`config.mk`:
```
export PLATFORM = sky130hd
export DESIGN_NAME = gpio_chg_port
export DESIGN_NICKNAME = d
export VERILOG_FILES = /design/src/rtl/gpio_pkg.sv /design/src/rtl/gpio_sync.sv /design/src/rtl/gpio_regs.sv /design/src/rtl/gpio_chg.sv /design/src/rtl/gpio_chg_port.sv
export SDC_FILE = /design/constraint.sdc
export NUM_CORES = 1
export LEC_CHECK = 0
export BUFFER_PORTS_ARGS = -buffer_cell sky130_fd_sc_hd__buf_2
export CORE_MARGIN = 2
export CORE_UTILIZATION = 54
export DETAILED_ROUTE_END_ITERATION = 16
export PLACE_DENSITY = 0.83
export RECOVER_POWER = 25
export SLEW_MARGIN = 25
export SYNTH_ARGS = -nofsm -noshare
export SYNTH_HDL_FRONTEND = slang
export SYNTH_SLANG_ARGS = --single-unit
```
`constraint.sdc`:
```
create_clock -name clk -period 1.9 [get_ports clk]
set_input_delay 0.19 -clock clk [delete_from_list [all_inputs] [get_ports clk]]
set_output_delay 0.19 -clock clk [all_outputs]
set_load 0.01 [all_outputs]
```
`src/rtl/gpio_pkg.sv`:
```
// Shared register addresses and control bit positions for the GPIO port.
package gpio_pkg;
    typedef enum logic [2:0] {
        A_PORT = 3'd0,
        A_LAT  = 3'd1,
        A_DIR  = 3'd2,
        A_ANA  = 3'd3,
        A_CTRL = 3'd4
    } reg_addr_e;

    localparam int CTRL_PUN  = 0;  // active-low pull-up enable
    localparam int CTRL_IE   = 1;  // interrupt enable
    localparam int CTRL_FLAG = 2;  // change flag (read) / clear (write 1)
endpackage

```
`src/rtl/gpio_sync.sv`:
```
// Multi-stage synchronizer for the asynchronous pad inputs.
// Assumes STAGES >= 1; all stages clear to zero on reset.
module gpio_sync #(
    parameter int W      = 8,
    parameter int STAGES = 2
) (
    input  logic         clk,
    input  logic         rst_n,
    input  logic [W-1:0] raw,
    output logic [W-1:0] synced
);
    logic [W-1:0] stg [STAGES];

    for (genvar s = 0; s < STAGES; s++) begin : g_stg
        if (s == 0) begin : g_first
            // capture the raw pad level
            always_ff @(posedge clk) begin
                if (!rst_n) stg[0] <= '0;
                else        stg[0] <= raw;
            end
        end else begin : g_next
            // shift through the later stages
            always_ff @(posedge clk) begin
                if (!rst_n) stg[s] <= '0;
                else        stg[s] <= stg[s-1];
            end
        end
    end

    assign synced = stg[STAGES-1];
endmodule

```
`src/rtl/gpio_regs.sv`:
```
// Holds the latch, direction, analog and control registers and the read mux.
// It also derives the pad output enables and pull-up enables.
// Assumes ANA_PINS <= W and one bus access per cycle.
module gpio_regs
    import gpio_pkg::*;
#(
    parameter int W        = 8,
    parameter int ANA_PINS = 4
) (
    input  logic         clk,
    input  logic         rst_n,
    input  logic         bus_rd,
    input  logic         bus_wr,
    input  logic [2:0]   bus_addr,
    input  logic [W-1:0] bus_wdata,
    output logic [W-1:0] bus_rdata,
    input  logic [W-1:0] pins_sync,
    input  logic         flag,
    output logic [W-1:0] lat,
    output logic [W-1:0] dir,
    output logic         ie,
    output logic [W-1:0] pad_oe,
    output logic [W-1:0] pad_pu
);
    localparam int HI_PINS = W - ANA_PINS;

    logic [ANA_PINS-1:0] ana;
    logic                pu_n;
    logic [W-1:0]        ana_mask;
    logic [W-1:0]        pin_val;
    reg_addr_e           addr;

    assign addr     = reg_addr_e'(bus_addr);
    assign ana_mask = {{HI_PINS{1'b0}}, ana};
    assign pin_val  = pins_sync & ~ana_mask;

    // register writes; writes to the port address load the latch
    always_ff @(posedge clk) begin
        if (!rst_n) begin
            lat  <= '0;
            dir  <= '1;
            ana  <= '1;
            pu_n <= 1'b1;
            ie   <= 1'b0;
        end else if (bus_wr) begin
            case (addr)
                A_PORT, A_LAT: lat <= bus_wdata;
                A_DIR:         dir <= bus_wdata;
                A_ANA:         ana <= bus_wdata[ANA_PINS-1:0];
                A_CTRL: begin
                    pu_n <= bus_wdata[CTRL_PUN];
                    ie   <= bus_wdata[CTRL_IE];
                end
                default: ;
            endcase
        end
    end

    // read data selection
    always_comb begin
        bus_rdata = '0;
        case (addr)
            A_PORT: bus_rdata = pin_val;
            A_LAT:  bus_rdata = lat;
            A_DIR:  bus_rdata = dir;
            A_ANA:  bus_rdata = ana_mask;
            A_CTRL: begin
                bus_rdata[CTRL_PUN]  = pu_n;
                bus_rdata[CTRL_IE]   = ie;
                bus_rdata[CTRL_FLAG] = flag;
            end
            default: bus_rdata = '0;
        endcase
    end

    // pad drive and pull-up enables
    always_comb begin
        pad_oe = ~dir;
        pad_pu = {W{~pu_n}} & dir & ~ana_mask;
    end


    ana_reads_zero_chk: assert property (@(posedge clk) disable iff (!rst_n)
        (bus_rd && addr == A_PORT) |-> ((bus_rdata[ANA_PINS-1:0] & ana) == '0));


    pu_off_when_out_chk: assert property (@(posedge clk) disable iff (!rst_n)
        (pad_pu & pad_oe) == '0);
endmodule

```
`src/rtl/gpio_chg.sv`:
```
// Change detector for the upper pins. The snapshot is refreshed on every port
// read, and the flag is sticky. A clear is refused while a mismatch exists,
// and in the read cycle and the cycle after it.
// Assumes the inputs are already synchronized.
module gpio_chg #(
    parameter int W  = 8,
    parameter int LO = 4
) (
    input  logic           clk,
    input  logic           rst_n,
    input  logic [W-LO-1:0] pins_hi,
    input  logic [W-LO-1:0] dir_hi,
    input  logic           port_rd,
    input  logic           clr_req,
    output logic           flag
);
    logic [W-LO-1:0] snap;
    logic            mismatch;
    logic            rd_dly;
    logic            clr_ok;

    assign mismatch = |((pins_hi ^ snap) & dir_hi);
    assign clr_ok   = clr_req && !mismatch && !port_rd && !rd_dly;

    // snapshot and read-delay tracking
    always_ff @(posedge clk) begin
        if (!rst_n) begin
            snap   <= '0;
            rd_dly <= 1'b0;
        end else begin
            if (port_rd) snap <= pins_hi;
            rd_dly <= port_rd;
        end
    end

    // sticky flag; setting wins over clearing
    always_ff @(posedge clk) begin
        if (!rst_n)        flag <= 1'b0;
        else if (mismatch) flag <= 1'b1;
        else if (clr_ok)   flag <= 1'b0;
    end


    flag_set_chk: assert property (@(posedge clk) disable iff (!rst_n)
        mismatch |=> flag);


    clr_blocked_rd_chk: assert property (@(posedge clk) disable iff (!rst_n)
        (flag && port_rd) |=> flag);


    clr_blocked_dly_chk: assert property (@(posedge clk) disable iff (!rst_n)
        (flag && rd_dly) |=> flag);
endmodule

```
`src/rtl/gpio_chg_port.sv`:
```
// Top level of the GPIO port: pad synchronizer, register file and change
// detector, plus the gated interrupt/wake request.
// Assumes single-cycle bus strobes and that rd and wr are never both high.
module gpio_chg_port
    import gpio_pkg::*;
#(
    parameter int W          = 8,
    parameter int ANA_PINS   = 4,
    parameter int CHG_LO     = 4,
    parameter int SYNC_STAGES = 2
) (
    input  logic         clk,
    input  logic         rst_n,
    input  logic         bus_rd,
    input  logic         bus_wr,
    input  logic [2:0]   bus_addr,
    input  logic [W-1:0] bus_wdata,
    output logic [W-1:0] bus_rdata,
    input  logic [W-1:0] pad_in,
    output logic [W-1:0] pad_out,
    output logic [W-1:0] pad_oe,
    output logic [W-1:0] pad_pu,
    output logic         irq_wake
);
    logic [W-1:0] pins_sync;
    logic [W-1:0] lat;
    logic [W-1:0] dir;
    logic         ie;
    logic         flag;
    logic         port_rd;
    logic         clr_req;

    assign port_rd = bus_rd && (bus_addr == A_PORT);
    assign clr_req = bus_wr && (bus_addr == A_CTRL) && bus_wdata[CTRL_FLAG];

    gpio_sync #(.W(W), .STAGES(SYNC_STAGES)) u_sync (
        .clk    (clk),
        .rst_n  (rst_n),
        .raw    (pad_in),
        .synced (pins_sync)
    );

    gpio_regs #(.W(W), .ANA_PINS(ANA_PINS)) u_regs (
        .clk       (clk),
        .rst_n     (rst_n),
        .bus_rd    (bus_rd),
        .bus_wr    (bus_wr),
        .bus_addr  (bus_addr),
        .bus_wdata (bus_wdata),
        .bus_rdata (bus_rdata),
        .pins_sync (pins_sync),
        .flag      (flag),
        .lat       (lat),
        .dir       (dir),
        .ie        (ie),
        .pad_oe    (pad_oe),
        .pad_pu    (pad_pu)
    );

    gpio_chg #(.W(W), .LO(CHG_LO)) u_chg (
        .clk     (clk),
        .rst_n   (rst_n),
        .pins_hi (pins_sync[W-1:CHG_LO]),
        .dir_hi  (dir[W-1:CHG_LO]),
        .port_rd (port_rd),
        .clr_req (clr_req),
        .flag    (flag)
    );

    assign pad_out  = lat;
    assign irq_wake = flag & ie;


    oe_matches_dir_chk: assert property (@(posedge clk) disable iff (!rst_n)
        $past(bus_wr && bus_addr == A_DIR) |-> (pad_oe == ~$past(bus_wdata)));
endmodule

```
==> impl_metrics.yaml, run 1 <==
outcome:
  run_status: "complete, no violations"
clock_network:
  clk_latency_ns: 0.35
  cts_hold_buffers: 0
  clock_tree_from_tritoncts: "built"
  clock_tree.root_cell: "sky130_fd_sc_hd__clkbuf_4"
  cts.sinks: 44
  clk_path_buf_depth: 2
  htree_num_levels: 2
  cts_made_buffers: 5
  post_cts.resized_instances: 0
  cts.reportedPaths.clkPinSlew_ns: 0.12
  post-cts-setup-buffers: 0
timing:
  setup-violations-final: 0
  min_period_over_period_pct: 94.3
  max-slew-margin-rel_pct: 1.49
  actual_slew_at_the_worst_max_slew_pin_ns: 1.48
  achievable-frequency_ghz: 0.558
  setup_ws_ns: 0.108
  clk_skew_ns: 0.00425
  drv_slew: 0
  timing.setup.tns_ns: 0
  final_critical_delay_including_setup_and_external_delays_ns: 1.79
  report.final.hold_viol_count: 0
  rsz0062_at_grt: "no"
yosys:
  async_reset_ff_share_pct: 0
  total_number_of_yosys_warnings: 0
  synth_seq_cells: 44
  yosys.cell_types.count: 32
  synthesis.area_um2: 1900
  syn_inst: 191
  synth_top_cell_by_area: "sky130_fd_sc_hd__dfxtp_1"
  synth.yosys.seq_area_share_pct: 46.3
  synth.avg_cell_area_um2: 9.96
  synth.top_cell.area_share_pct: 46.3
  ys.flop_type: "sky130_fd_sc_hd__dfxtp_1"
  synth-edff-count: 0
  synth.net_count: 214
  synth.area.top_cells: "sky130_fd_sc_hd__dfxtp_1 (46%), sky130_fd_sc_hd__mux2i_1 (14%), sky130_fd_sc_hd__and2_1 (5.9%)"
floorplanning:
  core_area_um2: 3360
  io_pins: 56
  die_width_um: 63.4
  rows: 21
  dieHeight_um: 63.4
  die_area_um2: 4020
  initial_utilization_pct: 56.6
critical_path:
  critPathCaptureType: "output port"
  regToRegStartpoint: "u_sync.stg[1][7]$_SDFF_PN0_"
  rr_worst_depth: 3
  crit_arrival_ns: 1.60
  critical_path.max_fanout: 4
  path_class: "reg -> out"
  r2r_setup_slack_ns: 0.89
  worstReg2RegEnd: "u_chg.flag$_SDFFE_PN0P_"
  cp_data_required_time_ns: 1.71
  cp-start-kind: "flop"
placed_design:
  placement.cell_area_um2: 2190
  placed_cells_incl_taps: 282
  worst_slack_after_detailed_placement_ns: 0.348
  detailedPlacementHpwl_um: 2780
  final_gp_congestion: 0.820
  port-buffer-count: 55
finish:
  design.final.nets: 266
  multi_input_comb_area_um2: 915
  num_antenna_cells: 0
  seqCellArea_um2: 881
  most_frequent_standard_cell_in_the_layout_excluding_fill_and_tap_cells: "sky130_fd_sc_hd__buf_2"
  filler_cell_count: 290
  fin_area_um2: 2240
  layout-drive-gt1-share_pct: 28.3
  stdcell_count: 290
  layout_common_cells: "sky130_fd_sc_hd__buf_2 (54), sky130_fd_sc_hd__dfxtp_1 (44), sky130_fd_sc_hd__mux2i_1 (26)"
  syn2layout_area_growth_pct: 17.9
global_route:
  antenna_found_initial: 0
  grt_remaining_overflow: 0
  groute.usage.overall_pct: 21.2
  first_pass_grt_wire_length_um: 6700
  grt_pass1_vias: 1481
  grt_start_max_net_pins: 45
detailed_routing:
  routedWlPerCell_um: 13.5
  drt_pass1_iterations: 4
  remaining_drc_errors: 0
  drt_wl_total_um: 3900
  antenna_left: 0
  via_count: 1530
  drt-vias-per-instance: 5.28
  drt-initial-drc-count: 94
pwr:
  p_leak_nw: 1.04
  totalPowerFinal_w: 0.00162
  worst_ir_drop_vdd_mv: 0.522
  power_density_nw_per_um2: 722
hold_path:
  min_to: "u_sync.stg[0][1]$_SDFF_PN0_"
  hp-class: "in -> reg"
  hold_path.startpoint: "pad_in[1]"
  min_delay_path_depth: 2
flow_run:
  timing.max_cap.violations: 0
-- how the worst max path moves through the flow --
| stage | endpoint | depth (start not counted) | from | slack, ns |
|---|---|---|---|---|
| 6_report | bus_rdata[1] | 4 | u_regs.ana[1]$_SDFFE_PN1P_ | 0.11 |
| 5_1_grt | bus_rdata[1] | 4 | u_regs.ana[1]$_SDFFE_PN1P_ | 0.03 |
| 4_1_cts | bus_rdata[1] | 4 | u_regs.ana[1]$_SDFFE_PN1P_ | 0.08 |
| 3_5_place_dp | bus_rdata[1] | 5 | bus_addr[1] | 0.35 |
| 3_3_place_gp | bus_rdata[1] | 5 | bus_addr[1] | 0.41 |
| 2_1_floorplan | bus_rdata[0] | 3 | u_regs.ana[0]$_SDFFE_PN1P_ | 0.63 |
-- cell usage after synthesis, types with 2 or more instances --
| master | instances |
|---|---|
| sky130_fd_sc_hd__xnor2_1 | 4 |
| sky130_fd_sc_hd__clkbuf_1 | 6 |
| sky130_fd_sc_hd__nor2b_1 | 13 |
| sky130_fd_sc_hd__a2bb2oi_1 | 4 |
| sky130_fd_sc_hd__mux2i_1 | 26 |
| sky130_fd_sc_hd__a221oi_2 | 2 |
| sky130_fd_sc_hd__nor2_1 | 11 |
| sky130_fd_sc_hd__o211ai_1 | 8 |
| sky130_fd_sc_hd__nor3_1 | 4 |
| sky130_fd_sc_hd__o22ai_1 | 2 |
| sky130_fd_sc_hd__a21oi_1 | 3 |
| sky130_fd_sc_hd__dfxtp_1 | 44 |
| sky130_fd_sc_hd__or3b_1 | 2 |
| sky130_fd_sc_hd__buf_4 | 5 |
| sky130_fd_sc_hd__and2_1 | 18 |
| sky130_fd_sc_hd__nand2_1 | 13 |
| sky130_fd_sc_hd__inv_1 | 10 |
| sky130_fd_sc_hd__a31o_1 | 2 |
-- report_power, final --
group	total (W)	internal, W	switching, W	leakage, nW
combinational	0.000204	0.0000974	0.000107	0.648
sequential	0.000976	0.000956	0.0000199	0.360
clock	0.000440	0.000147	0.000293	0.0284
total	0.00162	0.00120	0.000420	1.04
-- metrics by stage --
step | hold WS, ns | utilization (%)
2_1_floorplan | 0.312 | -
3_3_place_gp | 0.395 | 65.1
3_5_place_dp | 0.396 | 65.1
4_1_cts | 0.0194 | 66.8
5_1_grt | 0.00593 | 66.7
6_report | 0.0306 | 66.7
-- cell type report --
cell class | count | share of cell area, %
multi-input cells | 124 | 40.7
flip-flops and latches | 44 | 39.2
repair buffers | 58 | 13.2
well taps | 46 | 2.56
clock buffers | 6 | 1.84
inverters | 10 | 1.67
clock inverters | 2 | 0.725
-- registers in the layout, summed over array words and instances, names as in the netlist --
signal	count
u_sync.stg	16
u_regs.dir	8
u_regs.lat	8
u_chg.snap	4
u_regs.ana	4
u_chg.flag	1
u_chg.rd_dly	1
u_regs.ie	1
u_regs.pu_n	1
-- routing by layer --
layer / part of all wire, % / up-vias / global-route usage (%)
li1: - / 759 / -
met1: 45 / 707 / 27.7
met4: 1.8 / 0 / 9.24
met5: 0 / - / 0
met2: 47 / 53 / 33.4
met3: 6.3 / 11 / 4.82
-- cells by family after synthesis --
logic type | share of synthesized area, %
compound gates | 11.6
flops | 46.3
buf+inv | 5.98
mux | 13.7
xor+xnor | 1.84
simple gates | 20.6
-- critical path, stage by stage, from the launching register on --
cell                       delay [ns]
sky130_fd_sc_hd__dfxtp_1         0.35
sky130_fd_sc_hd__or3b_1          0.39
sky130_fd_sc_hd__a221oi_2        0.27
sky130_fd_sc_hd__a31o_1          0.12
sky130_fd_sc_hd__buf_2           0.12
Note: power is estimated with default switching activity, not from simulation.
==> run 2, diff against run 1 <==
==> constraint.sdc (replaced) <==
create_clock -name clk -period 1.9 [get_ports clk]
set_input_delay 0.19 -clock clk [delete_from_list [all_inputs] [get_ports clk]]
set_output_delay 0.19 -clock clk [all_outputs]
set_load 0.005 [all_outputs]
==> run 2 against run 1 <==
- the flow now finishes with violations (capacitance limit, slew limit)
- worst hold slack better by 0.0048 ns
- total power up 1.3%
- sequential cell count unchanged
- cell count unchanged
- design area up 0.39%
- critical path type unchanged
- register-to-register slack worse by 0.02 ns
- clock power up 6.4%
==> impl_metrics.yaml, run 2 (same netlist as run 1, synthesis figures left out) <==
critical_path:
  cp_data_required_time_ns: 1.71
  critPathCaptureType: "output port"
  crit_arrival_ns: 1.62
  cp-start-kind: "flop"
  critical_path.max_fanout: 4
  path_class: "reg -> out"
timing:
  drv_slew: 37
  min_period_over_period_pct: 95.3
  clk_skew_ns: 0.0101
  achievable-frequency_ghz: 0.552
  rsz0062_at_grt: "no"
  report.final.hold_viol_count: 0
  timing.setup.tns_ns: 0
  final_critical_delay_including_setup_and_external_delays_ns: 1.81
  actual_slew_at_the_worst_max_slew_pin_ns: 1.50
  setup-violations-final: 0
  max-slew-margin-rel_pct: -0.0223
finish:
  design.final.nets: 266
  layout-drive-gt1-share_pct: 29.1
  syn2layout_area_growth_pct: 18.4
  most_frequent_standard_cell_in_the_layout_excluding_fill_and_tap_cells: "sky130_fd_sc_hd__buf_2"
  final_core_util_pct: 67.0
  largest-register: "u_sync.stg"
  layout_common_cells: "sky130_fd_sc_hd__buf_2 (54), sky130_fd_sc_hd__dfxtp_1 (43), sky130_fd_sc_hd__mux2i_1 (26)"
  largest_registers: "u_sync.stg x16, u_regs.dir x8, u_regs.lat x8"
  flip_flop_count_of_the_largest_register_after_layout: 16
  num_antenna_cells: 0
pwr:
  power_density_nw_per_um2: 728
  worst_ir_drop_vdd_mv: 0.556
  power.combinational.fraction_pct: 12.0
  seq_power_share_pct: 59.5
  power_switching_w: 0.000407
  cellInternalPower_w: 0.00123
  power.share.switching_pct: 24.8
  power_frac_clock_pct: 28.5
  p_leak_nw: 1.04
floorplanning:
  dieHeight_um: 63.4
  initial_utilization_pct: 56.6
  io_pins: 56
  die_width_um: 63.4
  rows: 21
  core_area_um2: 3360
  die_area_um2: 4020
global_route:
  groute.usage.overall_pct: 22.4
  grt_start_max_net_pins: 45
  grt_pass1_vias: 1437
  antenna_found_initial: 0
  first_pass_grt_wire_length_um: 6980
  grt_remaining_overflow: 0
hold_path:
  hp-class: "in -> reg"
outcome:
  run_status: "complete, but fails checks"
  violations: "capacitance limit, slew limit"
flow_run:
  timing.max_cap.violations: 1
clock_network:
  clk_latency_ns: 0.36
  clk_path_buf_depth: 2
  cts_made_buffers: 5
  cts.reportedPaths.clkPinSlew_ns: 0.11
  post-cts-setup-buffers: 0
  clock_tree_from_tritoncts: "built"
  htree_num_levels: 2
  cts.sinks: 44
  post_cts.resized_instances: 0
  cts_hold_buffers: 0
  clock_tree.root_cell: "sky130_fd_sc_hd__clkbuf_4"
placed_design:
  port-buffer-count: 55
  final_gp_congestion: 0.805
  detailedPlacementHpwl_um: 2920
detailed_routing:
  via_count: 1543
  remaining_drc_errors: 0
  drt_wl_total_um: 4110
  routedWlPerCell_um: 14.2
  drt-vias-per-instance: 5.32
  drt-initial-drc-count: 113
  drt_pass1_iterations: 4
  antenna_left: 0
run 2: layout make-up:
cell class | instances | area, µm²
Fill cell | 305 | 1110
Multi-Input combinational cell | 124 | 917
Sequential cell | 44 | 882
Timing Repair Buffer | 58 | 297
Tap cell | 46 | 57.6
Clock buffer | 7 | 55.1
Inverter | 10 | 37.5
Clock inverter | 1 | 7.51
run 2: power groups by stage:
stage	combinational [W]	sequential, W	clock [W]
2_1_floorplan	0.000128	0.000990	0
3_3_place_gp	0.000192	0.000996	0
3_5_place_dp	0.000197	0.000997	0
4_1_cts	0.000198	0.000976	0.000483
5_1_grt	0.000218	0.000981	0.000529
6_report	0.000197	0.000977	0.000468
run 2: path summary, 6_finish.rpt:
path	startpoint	end	slack (ns)	cells after the start
max	u_regs.ana[1]$_SDFFE_PN1P_	bus_rdata[1]	0.09	4
min reg2reg	u_sync.stg[0][1]$_SDFF_PN0_	u_sync.stg[1][1]$_SDFF_PN0_	0.44	1
max reg2reg	u_sync.stg[1][7]$_SDFF_PN0_	u_chg.flag$_SDFFE_PN0P_	0.87	3
min	pad_in[7]	u_sync.stg[0][7]$_SDFF_PN0_	0.04	2
run 2: per-layer routing:
metal | track usage [%] | wire (µm) | vias to the layer above | part of all wire, %
li1 | - | - | 758 | -
met4 | 7.88 | 73 | 0 | 1.8
met3 | 6.25 | 252 | 8 | 6.1
met1 | 29.2 | 1810 | 721 | 44
met2 | 35.7 | 1970 | 56 | 48
met5 | 0 | 0 | - | 0
run 2: stage by stage:
stage,cell area (µm²),hold WS (ns),setup WS [ns],instances,total power (W)
after floorplan,1900,0.312,0.666,191,0.00112
after global placement,2190,0.394,0.421,282,0.00119
after detailed placement,2190,0.398,0.344,282,0.00119
after CTS,2250,0.0172,0.0790,290,0.00166
after global routing,2250,0.0221,0.0111,290,0.00173
final,2250,0.0354,0.0898,290,0.00164
run 2: critical path: stages, from the launching register on:
cell	delay [ns]
sky130_fd_sc_hd__dfxtp_2	0.36
sky130_fd_sc_hd__or3b_4	0.39
sky130_fd_sc_hd__a221oi_2	0.29
sky130_fd_sc_hd__a31o_1	0.13
sky130_fd_sc_hd__buf_2	0.10
